[src/rtl/gcp_pkg.sv]
package gcp_pkg;
  localparam logic [7:0] OP_NOP   = 8'h00;
  localparam logic [7:0] OP_BLIT  = 8'h61;
  localparam logic [7:0] OP_CPLD  = 8'h08;
  localparam logic [7:0] OP_XFLD  = 8'h10;
  localparam logic [7:0] OP_IDXA  = 8'h20;
  localparam logic [7:0] OP_IDXB  = 8'h28;
  localparam logic [7:0] OP_IDXC  = 8'h30;
  localparam logic [7:0] OP_IDXD  = 8'h38;
  localparam logic [7:0] OP_CALL  = 8'h40;
  localparam logic [7:0] OP_INVAL = 8'h48;

  typedef enum logic [3:0] {
    ST_OP, ST_CPADR, ST_BP, ST_CP, ST_XHDR, ST_XDAT, ST_IDX, ST_CADR, ST_CLEN
  } pst_e;
endpackage

[src/rtl/gcp_rst_sync.sv]
module gcp_rst_sync (
  input  logic clk,
  input  logic rst_n,
  output logic rst_q
);
  logic s1;
  always_ff @(posedge clk or negedge rst_n) begin
    if (!rst_n) begin
      s1    <= 1'b0;
      rst_q <= 1'b0;
    end else begin
      s1    <= 1'b1;
      rst_q <= s1;
    end
  end
endmodule

[src/rtl/gcp_opdec.sv]
module gcp_opdec
  import gcp_pkg::*;
(
  input  logic [7:0] op,
  output pst_e       nxt,
  output logic       known,
  output logic       is_inval
);
  always_comb begin
    nxt      = ST_OP;
    known    = 1'b1;
    is_inval = 1'b0;
    case (op)
      OP_NOP:   nxt = ST_OP;
      OP_BLIT:  nxt = ST_BP;
      OP_CPLD:  nxt = ST_CPADR;
      OP_XFLD:  nxt = ST_XHDR;
      OP_IDXA, OP_IDXB, OP_IDXC, OP_IDXD: nxt = ST_IDX;
      OP_CALL:  nxt = ST_CADR;
      OP_INVAL: is_inval = 1'b1;
      default:  known = 1'b0;
    endcase
  end
endmodule

[src/rtl/gcp_word_asm.sv]
module gcp_word_asm #(
  parameter int NB = 4
) (
  input  logic            clk,
  input  logic            rst_n,
  input  logic            take,
  input  logic [7:0]      byte_in,
  output logic [8*NB-1:0] word,
  output logic            done
);
  localparam int CW = $clog2(NB);
  localparam int SW = 8 * (NB - 1);

  logic [SW-1:0] sh, sh_n;
  logic [CW-1:0] cnt, cnt_n;

  always_comb begin
    done  = take && (cnt == CW'(NB - 1));
    word  = {sh, byte_in};
    sh_n  = sh;
    cnt_n = cnt;
    if (take) begin
      sh_n  = {sh[SW-9:0], byte_in};
      cnt_n = done ? '0 : cnt + 1'b1;
    end
  end

  always_ff @(posedge clk or negedge rst_n) begin
    if (!rst_n) begin
      sh  <= '0;
      cnt <= '0;
    end else if (take) begin
      sh  <= sh_n;
      cnt <= cnt_n;
    end
  end
endmodule

[src/rtl/gfx_cmd_parser.sv]
module gfx_cmd_parser
  import gcp_pkg::*;
#(
  parameter int XF_AW = 16,
  parameter int XF_CW = 16
) (
  input  logic              clk,
  input  logic              rst_n,
  input  logic              in_valid,
  input  logic [7:0]        in_byte,
  output logic              in_ready,
  input  logic              stall,
  output logic              bp_we,
  output logic [7:0]        bp_addr,
  output logic [23:0]       bp_data,
  output logic              cp_we,
  output logic [7:0]        cp_addr,
  output logic [31:0]       cp_data,
  output logic              xf_we,
  output logic [XF_AW-1:0]  xf_addr,
  output logic [31:0]       xf_data,
  output logic              idx_req,
  output logic [1:0]        idx_sel,
  output logic [11:0]       idx_dest,
  output logic [3:0]        idx_cnt,
  output logic [15:0]       idx_index,
  output logic              call_req,
  output logic [31:0]       call_addr,
  output logic [31:0]       call_len,
  output logic              inval,
  output logic              err
);
  localparam int LW = XF_CW + 1;

  logic rst_q;
  gcp_rst_sync u_rs (.clk(clk), .rst_n(rst_n), .rst_q(rst_q));

  pst_e st, st_n;
  logic [LW-1:0]    left, left_n;
  logic [XF_AW-1:0] ptr, ptr_n;

  logic blocked, acc, take, wdone;
  logic [31:0] w;
  pst_e dec_nxt;
  logic dec_known, dec_inval;

  logic bp_we_n, cp_we_n, xf_we_n, idx_req_n, call_req_n, inval_n, err_n;
  logic [7:0]       bp_addr_n, cp_addr_n;
  logic [23:0]      bp_data_n;
  logic [31:0]      cp_data_n, xf_data_n, call_addr_n, call_len_n;
  logic [XF_AW-1:0] xf_addr_n;
  logic [1:0]       idx_sel_n;
  logic [11:0]      idx_dest_n;
  logic [3:0]       idx_cnt_n;
  logic [15:0]      idx_index_n;

  assign blocked  = (bp_we | cp_we | xf_we) & stall;
  assign in_ready = rst_q & ~blocked;
  assign acc      = in_valid & in_ready;
  assign take     = acc & (st != ST_OP) & (st != ST_CPADR);

  gcp_opdec u_dec (.op(in_byte), .nxt(dec_nxt), .known(dec_known), .is_inval(dec_inval));

  gcp_word_asm #(.NB(4)) u_asm (
    .clk(clk), .rst_n(rst_q), .take(take), .byte_in(in_byte), .word(w), .done(wdone)
  );

  always_comb begin
    st_n = st; left_n = left; ptr_n = ptr;
    bp_we_n = blocked & bp_we;
    cp_we_n = blocked & cp_we;
    xf_we_n = blocked & xf_we;
    idx_req_n = 1'b0; call_req_n = 1'b0; inval_n = 1'b0; err_n = err;
    bp_addr_n = bp_addr; bp_data_n = bp_data;
    cp_addr_n = cp_addr; cp_data_n = cp_data;
    xf_addr_n = xf_addr; xf_data_n = xf_data;
    idx_sel_n = idx_sel; idx_dest_n = idx_dest; idx_cnt_n = idx_cnt; idx_index_n = idx_index;
    call_addr_n = call_addr; call_len_n = call_len;
    if (acc) begin
      case (st)
        ST_OP: begin
          st_n      = dec_nxt;
          inval_n   = dec_inval;
          err_n     = err | ~dec_known;
          idx_sel_n = in_byte[4:3];
        end
        ST_CPADR: begin
          cp_addr_n = in_byte;
          st_n      = ST_CP;
        end
        default: begin
          if (wdone) begin
            case (st)
              ST_BP: begin
                bp_we_n = 1'b1; bp_addr_n = w[31:24]; bp_data_n = w[23:0]; st_n = ST_OP;
              end
              ST_CP: begin
                cp_we_n = 1'b1; cp_data_n = w; st_n = ST_OP;
              end
              ST_XHDR: begin
                ptr_n  = w[XF_AW-1:0];
                left_n = {1'b0, w[16 +: XF_CW]} + 1'b1;
                st_n   = ST_XDAT;
              end
              ST_XDAT: begin
                xf_we_n = 1'b1; xf_addr_n = ptr; xf_data_n = w;
                ptr_n   = ptr + 1'b1;
                left_n  = left - 1'b1;
                if (left == LW'(1)) st_n = ST_OP;
              end
              ST_IDX: begin
                idx_req_n = 1'b1; idx_dest_n = w[31:20]; idx_cnt_n = w[19:16];
                idx_index_n = w[15:0]; st_n = ST_OP;
              end
              ST_CADR: begin
                call_addr_n = w; st_n = ST_CLEN;
              end
              ST_CLEN: begin
                call_req_n = 1'b1; call_len_n = w; st_n = ST_OP;
              end
              default: st_n = ST_OP;
            endcase
          end
        end
      endcase
    end
  end

  always_ff @(posedge clk or negedge rst_q) begin
    if (!rst_q) begin
      st <= ST_OP; left <= '0; ptr <= '0;
      bp_we <= 1'b0; cp_we <= 1'b0; xf_we <= 1'b0;
      idx_req <= 1'b0; call_req <= 1'b0; inval <= 1'b0; err <= 1'b0;
      bp_addr <= '0; bp_data <= '0; cp_addr <= '0; cp_data <= '0;
      xf_addr <= '0; xf_data <= '0;
      idx_sel <= '0; idx_dest <= '0; idx_cnt <= '0; idx_index <= '0;
      call_addr <= '0; call_len <= '0;
    end else begin
      st <= st_n; left <= left_n; ptr <= ptr_n;
      bp_we <= bp_we_n; cp_we <= cp_we_n; xf_we <= xf_we_n;
      idx_req <= idx_req_n; call_req <= call_req_n; inval <= inval_n; err <= err_n;
      bp_addr <= bp_addr_n; bp_data <= bp_data_n; cp_addr <= cp_addr_n; cp_data <= cp_data_n;
      xf_addr <= xf_addr_n; xf_data <= xf_data_n;
      idx_sel <= idx_sel_n; idx_dest <= idx_dest_n; idx_cnt <= idx_cnt_n; idx_index <= idx_index_n;
      call_addr <= call_addr_n; call_len <= call_len_n;
    end
  end

  // a stalled write keeps its strobe, address and data
  a_r10_hold_bp: assert property (@(posedge clk) disable iff (!rst_q)
    (bp_we && stall) |=> (bp_we && $stable(bp_addr) && $stable(bp_data)));
  a_r10_hold_cp: assert property (@(posedge clk) disable iff (!rst_q)
    (cp_we && stall) |=> (cp_we && $stable(cp_addr) && $stable(cp_data)));
  a_r10_hold_xf: assert property (@(posedge clk) disable iff (!rst_q)
    (xf_we && stall) |=> (xf_we && $stable(xf_addr) && $stable(xf_data)));
  // ready falls only under a stalled write
  a_r10_ready: assert property (@(posedge clk) disable iff (!rst_q)
    !in_ready |-> ((bp_we || cp_we || xf_we) && stall));
  // at most one output strobe at a time; call pulse is single-cycle
  a_r12_onehot: assert property (@(posedge clk) disable iff (!rst_q)
    $onehot0({bp_we, cp_we, xf_we, idx_req, call_req, inval}));
  a_r12_call_pulse: assert property (@(posedge clk) disable iff (!rst_q)
    call_req |=> !call_req);
  // error flag is sticky
  a_r9_sticky: assert property (@(posedge clk) disable iff (!rst_q)
    err |=> err);
endmodule

[config.mk]
export PLATFORM = sky130hd
export DESIGN_NAME = gfx_cmd_parser
export DESIGN_NICKNAME = d
export VERILOG_FILES = /design/src/rtl/gcp_pkg.sv /design/src/rtl/gcp_rst_sync.sv /design/src/rtl/gcp_opdec.sv /design/src/rtl/gcp_word_asm.sv /design/src/rtl/gfx_cmd_parser.sv
export SDC_FILE = /design/constraint.sdc
export NUM_CORES = 1
export LEC_CHECK = 0
export ABC_CLOCK_PERIOD_IN_PS = 9450
export CAP_MARGIN = 20
export CORE_ASPECT_RATIO = 0.5
export CORE_UTILIZATION = 50
export CTS_CLUSTER_SIZE = 8
export DETAILED_ROUTE_END_ITERATION = 10
export DONT_BUFFER_PORTS = 1
export GPL_TIMING_DRIVEN = 0
export PLACE_DENSITY = 0.69
export SYNTH_ARGS = -nofsm -noshare
export SYNTH_HDL_FRONTEND = slang
export SYNTH_SLANG_ARGS = --single-unit
[constraint.sdc]
create_clock -name clk -period 9.45 [get_ports clk]
set_input_delay 2.835 -clock clk [delete_from_list [all_inputs] [get_ports clk]]
set_output_delay 2.835 -clock clk [all_outputs]
set_load 0.05 [all_outputs]
==> metrics.md <==
| Metric | Value |
|---|---|
| Status | completed |
| Final Wtd Congestion | between 0.9 and 1 |
| Final non-filler cell total | 1320 |
| Initial antenna violation count | 0 |
| Antenna Cells | 0 |
| Ys Warns | 0 |
| Post-route DRC | 0 |
| Pwr Density | 294 nW/um^2 |
| Gate Count Post-Synth | between 900 and 1000 |
| Slew margin rel. | approximately 46% |
| Launch point of the worst reg-to-reg path | u_rs.rst_q |
| Filler cells | approximately 1900 |
| CTS tree | done |
| Port-buffer cells | 0 |
| Library cells used by synthesis | 66 |
| Reg2Reg Setup Slack | ~6.4 ns |
| Via count | roughly 7900 |
| Post-CTS setup buffers | 0 |
| CTS root buf | clkbuf_16 |
| 1st-pass router iterations | 6 |
| # IOs | between 200 and 250 |
| Placed cell count | 1273 |
| Most common cell after layout, fill and taps aside | dfrtp_1 |
| CTS hold repair buffers | 0 |
| Setup crit end kind | primary output |
| Vias in the first global route | just over 8000 |
| Effective utilization at floorplan | 51.1% |
| FF-to-FF path depth | 5 |
| Ys async rst share | 100% |
| First-pass GRT wire length | about 50000 um |
| Max_cap viols | 0 |
| Register bit count reported by yosys | 290 |
| Core Region | 24100 um^2 |
| Routed Antenna Nets | 0 |
| RSZ-0062 raised after global routing | no |
| Largest net degree at the start of global routing | 76 |
| Fin crit period | between 6 and 7 ns |
| Max frequency | 0.159 GHz |
| # clock sinks | 290 |
| Grt total ovfl | 0 |
| Buf/Inv on CP | 0 |
| 1st-iter DRT viols | 749 |
| Crit-path max FO | 5 |
| Clock power share | about 32% |
| Combinational share of power | between 15 and 20% |
| Die ar. | around 25000 um^2 |
| Row count | 40 |
| Pint | around 2.5 mW |
| Die height | 113 um |
| Hold Fails Final Rpt | 0 |
| CTS Buf Count | 42 |
| Share of post-route cells with drive strength above 1 | ~32% |
| CP required | between 6 and 7 ns |
| Hold/Removal Path Class | flop to async pin |
| Pre-CTS WS | ~3.1 ns |
| Critical path, cell by cell | o31ai_2, and2_1 |
| Largest stage delay on the critical path | approximately 0.5 ns |
| Worst-path clk slew | roughly 0.050 ns |
| Die Wd | around 220 um |
| Syn Nets | 950 |
| Psw | ~1.6 mW |
| Setup Skew | 0.0202 ns |
| Flop pwr share | 51.4% |
| Fin. max-slew vios | 0 |
| Worst reg2reg path endpoint | cp_data[21] |
| Cell area after synthesis | between 10000 and 15000 um^2 |
| Setup violators final | 0 |
| CP delay by family, top | simple AND/OR/NAND/NOR gates |
| Area Overhead vs Synth | 13.4% |
| Leakage Power | around 6.7 nW |
| DP Wirelength | 22200 um |
| Post-synth EDFFs | 0 |
| Ys flop type | dfrtp_1 |
| Finished Core Util | between 50% and 60% |
| Later-pin clock latency in the skew report | around 0.53 ns |
| Worst-margin pin slew | slightly above 0.8 ns |
| PostCTS Resize Cnt | 0 |
| CP Launch Type | primary input |
| Worst vdd ir | approximately 0.16 mV |
| Seq/Total Area, Yosys | roughly three fifths |
| WL/cell | 24.5 um |
| Worst setup path class | primary input to primary output |
| Via density per instance | 5.98 |
| Crit-path slowest cell | and2_1 |
| Final worst-path cycle share | 66.5% |
| Worst Path Arrival | about 3.5 ns |
| GR Util All Layers | 26.2% |
| Routed wire length | around 32000 um |
| Most frequent cells in the layout | 289 x dfrtp_1, 203 x mux2_2, 57 x nand2_1, 53 x o21ai_0, 44 x a21oi_1 |
| Syn Area/Cell | 13.2 um^2 |
| Sw frac | about two fifths |
| Setup_tns | 0 ns |
| Htree depth | 2 |
| Final worst slack | ~3.2 ns |
| Maximum buffer depth of the clock tree | 3 |
| Nets@finish | 998 |
==> synth_stat cells, drive strengths merged (2+ instances only) <==
cell | n | area (um^2)
dfrtp | 290 | 7260
mux2 | 231 | 2700
nand2 | 57 | 214
o21ai | 53 | 265
a21oi | 44 | 220
clkbuf | 42 | 158
buf | 25 | 184
nor2 | 23 | 96.4
nand3 | 19 | 113
nor3 | 19 | 121
xnor2 | 12 | 105
inv | 11 | 41.3
or3 | 10 | 62.6
a21o | 9 | 67.6
nor4 | 9 | 71.3
and4 | 7 | 61.3
o22ai | 7 | 43.8
nand4 | 6 | 37.5
ha | 5 | 62.6
a31oi | 4 | 25.0
a211oi | 3 | 22.5
a22o | 3 | 27.5
and2 | 3 | 18.8
and3 | 3 | 18.8
nand2b | 3 | 18.8
nor4b | 3 | 26.3
nor2b | 2 | 12.5
o21a | 2 | 15.0
o31a | 2 | 18.8
o31ai | 2 | 20.0
o32ai | 2 | 17.5
or2 | 2 | 12.5
or4 | 2 | 15.0
xor2 | 2 | 17.5
==> kinds of logic after synthesis <==
| logic type | after synthesis | synth area share (%) |
|---|---|---|
| AND/OR/NAND/NOR | 172 | 7.62 |
| other | 1 | 0.0305 |
| AO/OA/AOI/OAI | 140 | 6.68 |
| XOR/XNOR | 14 | 0.997 |
| adder cells (fa/ha/maj) | 5 | 0.509 |
| buffers and inverters | 79 | 3.14 |
| flip-flops | 290 | 59.0 |
| multiplexers | 232 | 22.0 |
==> flip-flops by register name (all words and copies together), names as in the netlist, 8 cells and up <==
| name | cells |
|---|---|
| idx_dest | 12 |
| u_asm.sh | 24 |
| bp_addr | 8 |
| ptr | 16 |
| idx_index | 16 |
| xf_addr | 16 |
| bp_data | 24 |
| cp_data | 32 |
| cp_addr | 8 |
| call_len | 32 |
| xf_data | 32 |
| call_addr | 32 |
| left | 17 |
==> how the worst max path moves through the flow <==
stage                     from  endpoint  slack (ns)  depth (start not counted)
floorplan           u_rs.rst_q  in_ready        2.16                          1
global placement    u_rs.rst_q  in_ready        0.95                          1
detailed placement       stall  in_ready        3.15                          2
CTS                      stall  in_ready        3.15                          2
global route             stall  in_ready        3.13                          2
finish                   stall  in_ready        3.16                          2
==> metal layers <==
metal	share of wire [%]	global-route usage, %	vias to the layer above	routed length, um
met3	9.0	8.23	55	2900
met1	45	36.8	4079	14500
li1	-	-	3421	-
met5	0	0	-	0
met4	1.9	7.35	0	607
met2	44	39.5	332	14400
==> power groups by stage <==
stage               Clock [mW]  Combinational, mW  Sequential (mW)
floorplan                    0              0.480             2.02
global placement             0              0.617             2.13
detailed placement           0              0.665             2.12
CTS                       1.34              0.668             2.10
global route              1.40              0.733             2.13
finish                    1.32              0.671             2.11
==> area by class of cell <==
type	instances	area (um^2)	area share (%)
Buffer	67	342	2.45
Clock buffer	44	1080	7.74
Clock inverter	3	37.5	0.269
Timing Repair Buffer	4	110	0.789
Sequential cell	290	7260	52.1
Multi-Input combinational cell	564	4650	33.4
Tap cell	336	420	3.01
Inverter	12	45.0	0.323
==> through the flow <==
stage / hold slack (ns) / area, um^2 / power [mW]
finish: 0.332 / 13900 / 4.10
global route: 0.365 / 13900 / 4.26
CTS: 0.345 / 13900 / 4.11
detailed placement: 0.340 / 12800 / 2.79
global placement: 0.336 / 12700 / 2.75
floorplan: 0.331 / 12300 / 2.51
Note: power is estimated with default switching activity, not from simulation.
